==> config.mk <==
export PLATFORM = sky130hd
export DESIGN_NAME = dsleep_wake_ctrl
export DESIGN_NICKNAME = d
export VERILOG_FILES = /design/src/rtl/dsleep_wake_ctrl.sv
export SDC_FILE = /design/constraint.sdc
export NUM_CORES = 1
export LEC_CHECK = 0
export BUFFER_PORTS_ARGS = -buffer_cell sky130_fd_sc_hd__buf_2
export CAP_MARGIN = 20
export CORE_MARGIN = 2
export CORE_UTILIZATION = 31
export CTS_BUF_LIST = sky130_fd_sc_hd__clkbuf_8
export DETAILED_ROUTE_END_ITERATION = 8
export MAX_ROUTING_LAYER = met4
export PLACE_DENSITY = 0.48
export REMOVE_ABC_BUFFERS = 1
export SETUP_SLACK_MARGIN = 0.5
export SKIP_LAST_GASP = 1
export SYNTH_ARGS = -nofsm -noshare
export SYNTH_HDL_FRONTEND = slang
export SYNTH_SLANG_ARGS = --single-unit
==> constraint.sdc <==
create_clock -name clk -period 2.67 [get_ports clk]
set_clock_uncertainty 0.05 [all_clocks]
set_input_delay 0.534 -clock clk [delete_from_list [all_inputs] [get_ports clk]]
set_output_delay 0.534 -clock clk [all_outputs]
set_load 0.01 [all_outputs]
==> src/rtl/dsleep_wake_ctrl.sv <==
module dsleep_wake_ctrl #(
  parameter int DW      = 16,
  parameter int N_PINS  = 8,
  parameter int RST_CYC = 16,
  parameter int CAP_CYC = 8
) (
  input  logic              clk,
  input  logic              rst_n,
  input  logic              bus_we,
  input  logic [2:0]        bus_addr,
  input  logic [DW-1:0]     bus_wdata,
  output logic [DW-1:0]     bus_rdata,
  input  logic              sleep_cmd,
  input  logic              sup_evt,
  input  logic              wdt_tmo,
  input  logic              rtc_alarm,
  input  logic              ext_rst_n,
  input  logic              int_pin,
  input  logic              bor_evt,
  input  logic              vcap_low,
  input  logic [N_PINS-1:0] core_tris,
  input  logic [N_PINS-1:0] core_lat,
  output logic [N_PINS-1:0] pad_oe,
  output logic [N_PINS-1:0] pad_out,
  output logic              asleep,
  output logic              core_rst_n,
  output logic              pin_hold
);
  localparam int CW = $clog2(RST_CYC + CAP_CYC + 1);

  typedef enum logic [1:0] {RUN, SLEEP, WAIT} st_t;

  st_t             st;
  logic [CW-1:0]   cnt;
  logic            slp_en, rtc_en, int_en, int_pol, int_flag;
  logic            pin_q, release_q, bor_q, exit_q;
  logic [4:0]      wake_src;
  logic [DW-1:0]   gpr0, gpr1;
  logic [N_PINS-1:0] hold_oe, hold_out;

  logic       pin_edge, enter, wake_any, wr;
  logic [4:0] wake_hit;

  assign pin_edge = (int_pin == int_pol) && (pin_q != int_pol);
  assign wake_hit = {int_en && pin_edge, !ext_rst_n, rtc_alarm && rtc_en, wdt_tmo, sup_evt};
  assign enter    = (st == RUN) && slp_en && sleep_cmd;
  assign wake_any = (st == SLEEP) && (|wake_hit);
  assign wr       = bus_we && (st == RUN) && !enter;

  always_ff @(posedge clk or negedge rst_n) begin
    if (!rst_n) begin
      st    <= RUN;
      cnt   <= '0;
      pin_q <= 1'b0;
    end else begin
      pin_q <= int_pin;
      case (st)
        RUN:   if (enter) st <= SLEEP;
        SLEEP: if (wake_any) begin
                 st  <= WAIT;
                 cnt <= vcap_low ? CW'(RST_CYC + CAP_CYC - 1) : CW'(RST_CYC - 1);
               end
        default: begin
                 if (cnt == '0) st <= RUN;
                 else           cnt <= cnt - 1'b1;
               end
      endcase
    end
  end

  always_ff @(posedge clk or negedge rst_n) begin
    if (!rst_n) begin
      {slp_en, rtc_en, int_en, int_pol, int_flag} <= '0;
    end else if (wake_any) begin
      {slp_en, rtc_en, int_en, int_pol, int_flag} <= '0;
    end else if (enter) begin
      int_flag <= 1'b0;
    end else if (st == RUN) begin
      if (wr && bus_addr == 3'd0) begin
        slp_en  <= bus_wdata[0];
        rtc_en  <= bus_wdata[1];
        int_en  <= bus_wdata[2];
        int_pol <= bus_wdata[3];
      end
      int_flag <= (int_flag && !(wr && bus_addr == 3'd0 && bus_wdata[4])) || (int_en && pin_edge);
    end
  end

  always_ff @(posedge clk or negedge rst_n) begin
    if (!rst_n) begin
      release_q <= 1'b0;
      bor_q     <= 1'b0;
      exit_q    <= 1'b0;
      wake_src  <= '0;
      gpr0      <= '0;
      gpr1      <= '0;
      hold_oe   <= '0;
      hold_out  <= '0;
    end else begin
      if (enter) begin
        release_q <= 1'b1;
        hold_oe   <= ~core_tris;
        hold_out  <= core_lat;
      end
      if (st == SLEEP && bor_evt) bor_q <= 1'b1;
      if (wake_any) begin
        wake_src <= wake_src | wake_hit;
        exit_q   <= 1'b1;
      end
      if (wr) begin
        case (bus_addr)
          3'd1: begin
            if (!bus_wdata[0]) release_q <= 1'b0;
            if (bus_wdata[1])  bor_q     <= 1'b0;
          end
          3'd2: wake_src <= wake_src & ~bus_wdata[4:0];
          3'd3: if (bus_wdata[0]) exit_q <= 1'b0;
          3'd4: gpr0 <= bus_wdata;
          3'd5: gpr1 <= bus_wdata;
          default: ;
        endcase
      end
    end
  end

  always_comb begin
    bus_rdata = '0;
    case (bus_addr)
      3'd0: bus_rdata[4:0] = {int_flag, int_pol, int_en, rtc_en, slp_en};
      3'd1: bus_rdata[1:0] = {bor_q, release_q};
      3'd2: bus_rdata[4:0] = wake_src;
      3'd3: bus_rdata[0]   = exit_q;
      3'd4: bus_rdata      = gpr0;
      3'd5: bus_rdata      = gpr1;
      default: ;
    endcase
  end

  assign asleep     = (st == SLEEP);
  assign core_rst_n = (st == RUN);
  assign pin_hold   = release_q;
  assign pad_oe     = release_q ? hold_oe  : ~core_tris;
  assign pad_out    = release_q ? hold_out : core_lat;
endmodule

### Word level (Yosys, flattened, before mapping)

Cells that the tools add are included.

* muxes and demuxes: 48
* reductions and logical operators: 29
* add/sub/neg operators: 1
* eq/ne operators: 12
* bitwise gates (word level): 5

Operator list (number)
* $mux W1: 31
* $mux W5: 6
* $pmux W11 S2: 1
* $mux W8: 2
* $logic_and A1 B1 Y1: 12
* $pmux W3 S4: 1
* $pmux W5 S2: 1
* $reduce_and A3 Y1: 3
* $not A8 Y8: 1
* $eq A3 B2 Y1 const B: 2
* $eq A3 B3 Y1 const B: 2
* $mux W2: 3
* $ne A2 B1 Y1 const B: 3
* $pmux W1 S6: 1
* $reduce_bool A3 Y1: 2
* $and A5 B5 Y5: 1
* $logic_not A5 Y1: 1
* $not A5 Y5: 1
* $or A5 B5 Y5: 1
* $pmux W1 S5: 1
* $reduce_or A5 Y1: 1
* $sub A5 B1 Y5 const B: 1
* $pmux W2 S2: 1
* $reduce_and A2 Y1: 2
* 11 further kinds: 14

* word-level logic and storage cells: 111
* output and inout port bits: 35
* register bits: 69
* input bits: 46

### Depth between registers and ports, before layout

* depth after elaboration: 13
* gate-level depth with buffers: 6
* depth with buffers taken out: 6

### Least setup slack after synthesis

OpenSTA, ideal clock, no wires.

* path kind: input-to-output
* from: input bus_addr[0]
* to: output bus_rdata[10]
* path slack: 0.596 ns
* data required time: 2.086 ns
* cell stages on the path: 5
* arrival time: 1.490 ns
* buffers on the path: 3
* cells stage by stage: clkbuf_1 -> buf_4 -> buf_2 -> mux2i_1 -> nor2_1

* cells in the longest elaborated chain, start to end: 2
* elaborated cells on any way between the ends: 3
* those cells by class: 2 x eq/ne; 1 x mux

RTL lines
* start: declaration: line 10 `input logic [2:0] bus_addr,`
* $eq A3 B3 Y1: line 128 `case (bus_addr)`
* $pmux W11 S2 (*): line 128
* end: declaration: line 12 `output logic [DW-1:0] bus_rdata,`

Mark *: on every way between the ends. The rest lies on a longest branch, timed or not.

### Worst setup path after layout

* from: register slp_en
* to: output bus_rdata[0]

* cells in the longest elaborated chain, start to end: 1

RTL lines
* start: declaration: line 35 `logic slp_en, rtc_en, int_en, int_pol, int_flag;`
* start signal: assignment: line 80 `slp_en <= bus_wdata[0];`
* $pmux W1 S6: line 128

Every way passes these cells.

==> qor.yml <==
routing:
  ant_nets: 0
  wl_met2_um: 3970
  met1_length_um: 3640
  topRoutingLayerUsed: "met4"
  wire_per_inst_um: 15.5
  dr.pass1.iters: 4
  vias_per_cell: 4.84
  vias: 2506
  wl_met3_um: 276
  wl_um: 8030
  drt_iter0_drc: 54
  drcViolationCount: 0
floorplanning:
  die_x_um: 109
  placementRows: 38
  ios: 81
  die_area_sq_um: 11800
  die_y_um: 109
  start_util_pct: 31.6
  core_area_sq_um: 10800
timing:
  final_hold_viol_count: 0
  achievable-frequency_mhz: 472
  drv_slew: 0
  finalCritPeriodShare_pct: 79.4
  relSlewSlack_pct: 49.6
  setup-violations-final: 0
  rsz0062_at_grt: "true"
  min_period_ns: 2.12
  finalSetupTns_ns: 0
  hold_ws_ns: 0.199
  tightest_slew_ns: 0.755
layout:
  final-seq-area_sq_um: 1730
  diodes: 0
  final_cells: 518
  multiInputGateArea_sq_um: 1590
  utilization_pct: 38.9
  drive_gt1_share_pct: 45.2
  fillers: 1059
  syn_to_final_growth_pct: 23.1
  finalNetCount: 421
synth:
  synth.area.top_cells: "dfrtp_1 51%, mux2_2 13%, mux2i_1 7.0%"
  synth_top_area_share_pct: 50.7
  yosysSeqAreaShare_pct: 50.7
  synth_ff_type: "dfrtp_1"
  synth_cell_types: 48
  synth.largest_area_cell: "dfrtp_1"
  synth_common_cells: "69 x dfrtp_1, 40 x mux2_2, 24 x mux2i_1, 24 x nand2_1, 21 x nor2_1"
  syn-cell-area_sq_um: 3410
  yosys_warnings: 0
  syn_avg_cell_area_sq_um: 11.8
  async_reset_ff_share_pct: 100
  ys_seq_elements: 69
  synthCells: 288
  synth_most_common_cell: "dfrtp_1"
  synth_edf_count: 0
power:
  power.density_nw_per_um2: 995
  switching_share_pct: 34.4
  combPwrFrac_pct: 35.5
  power_switching_w: 0.00144
  p_int_w: 0.00274
  seqPwrFrac_pct: 43.1
  power.leakage_nw: 2.09
  ir_worst_vdd_mv: 0.335
  p_clk_share_pct: 21.4
  total_power_w: 0.00417
status:
  status: "finished clean"
cts:
  cts_tree: "done"
  path_clk_slew_ns: 0.09
  clk_path_buf_depth: 2
  cts_setup_buffers: 0
  h-tree-depth: 3
  cts-root-buf: "clkbuf_8"
  cts_buffers: 9
  clkLatencyLatePin_ns: 0.34
  postCtsHoldBufs: 0
  cts.sinks: 69
global_route:
  overflow: 0
  antenna_found_initial: 0
  grt_pass1_wl_um: 13600
  grt_util_all_layers_pct: 15.4
  grt_pass1_vias: 2589
  grt_max_degree: 33
critical_path:
  worstSetupEndpointType: "output pin"
  critPathMaxFanout: 5
  worstPathArrival_ns: 1.54
  crit_path_start_kind: "flop"
  crit_type: "flop to output pin"
  worst_ep_required_time_ns: 2.09
placement:
  placed_cells: 502
  port_buffers: 80
  dp_hpwl_um: 5860
  gp_congestion: 0.739
min_path:
  hp-class: "input port to asynchronous set/reset pin"
run:
  drv_cap: 0
worst max-delay path, cell delays in order (launching register included):
cell and delay (ns):
dfrtp_2 0.45, mux4_2 0.45, inv_1 0.06, o22ai_1 0.08, buf_2 0.15
state kept, by name, indices dropped and copies added, names as in the netlist:
signal / flops
pin_hold: 1
hold_out: 8
cnt: 5
rtc_en: 1
hold_oe: 8
int_pol: 1
gpr0: 16
bor_q: 1
int_flag: 1
pin_q: 1
wake_src: 5
int_en: 1
st: 2
exit_q: 1
slp_en: 1
gpr1: 16
cell type report:
cell class,count,share of cell area [%]
multi-input combinational,198,37.8
sequential,69,41.2
clock buffer,9,2.95
clock inverter,7,1.91
timing repair buffer,87,11.2
inverter,8,0.746
tap,140,4.18
per-stage QoR:
| stage | instance area (sq um) | setup WS, ns |
|---|---|---|
| final | 4200 | 0.550 |
| after global routing | 4200 | 0.466 |
| after CTS | 4190 | 0.503 |
| after detailed placement | 3980 | 0.470 |
| after global placement | 3980 | 0.523 |
| after floorplan | 3340 | 0.740 |
cell families after synthesis:
kind of cell / count (synthesis) / synth area share [%]
AND/OR/NAND/NOR: 68 / 10.5
multiplexers: 75 / 25.3
XOR/XNOR: 1 / 0.257
flip-flops: 69 / 50.7
AO/OA/AOI/OAI: 52 / 9.66
buffers and inverters: 21 / 2.83
adder cells (fa/ha/maj): 2 / 0.734
power groups by stage:
stage / clock [W] / sequential (W) / combinational (W)
CTS: 0.000930 / 0.00180 / 0.00151
finish: 0.000892 / 0.00180 / 0.00148
global route: 0.000976 / 0.00186 / 0.00168
detailed placement: 0 / 0.00182 / 0.00151
global placement: 0 / 0.00181 / 0.00148
floorplan: 0 / 0.00177 / 0.00103
routing by layer:
layer | GRT usage, % | vias up
li1 | - | 1210
met1 | 19.9 | 1237
met2 | 23.8 | 45
met3 | 3.23 | 14
met4 | 5.49 | 0
met5 | - | -
path summary, 6_finish.rpt:
| kind | startpoint | endpoint | slack, ns | cells after the start |
|---|---|---|---|---|
| min | rst_n | hold_oe[5] | 0.20 | 1 |
| max reg2reg | cnt[0] | st[1] | 0.81 | 5 |
| min in group clk | int_pin | pin_q | 0.32 | 1 |
| min reg2reg | hold_oe[1] | hold_oe[1] | 0.44 | 2 |
| max in group asynchronous | rst_n | slp_en | 1.72 | 2 |
| max | slp_en | bus_rdata[0] | 0.55 | 4 |
layout by cell type, fill, tap and decap left out, types with 3 or more instances in the layout:
cell type / count
mux2i_1: 24
a211oi_1: 3
inv_6: 3
a31oi_1: 3
nand2_1: 24
mux2_2: 40
dfrtp_1: 68
mux2_4: 10
o21ai_0: 18
buf_4: 5
nor2_1: 21
o22ai_1: 5
nand3_1: 3
inv_1: 6
a21oi_1: 11
buf_2: 79
clkbuf_8: 9
repair_timing:
action,in CTS,in global routing
resized for setup,2,2
pin swaps,0,0
setup endpoints to repair,4,4
Power figures use the tool's default switching activity.
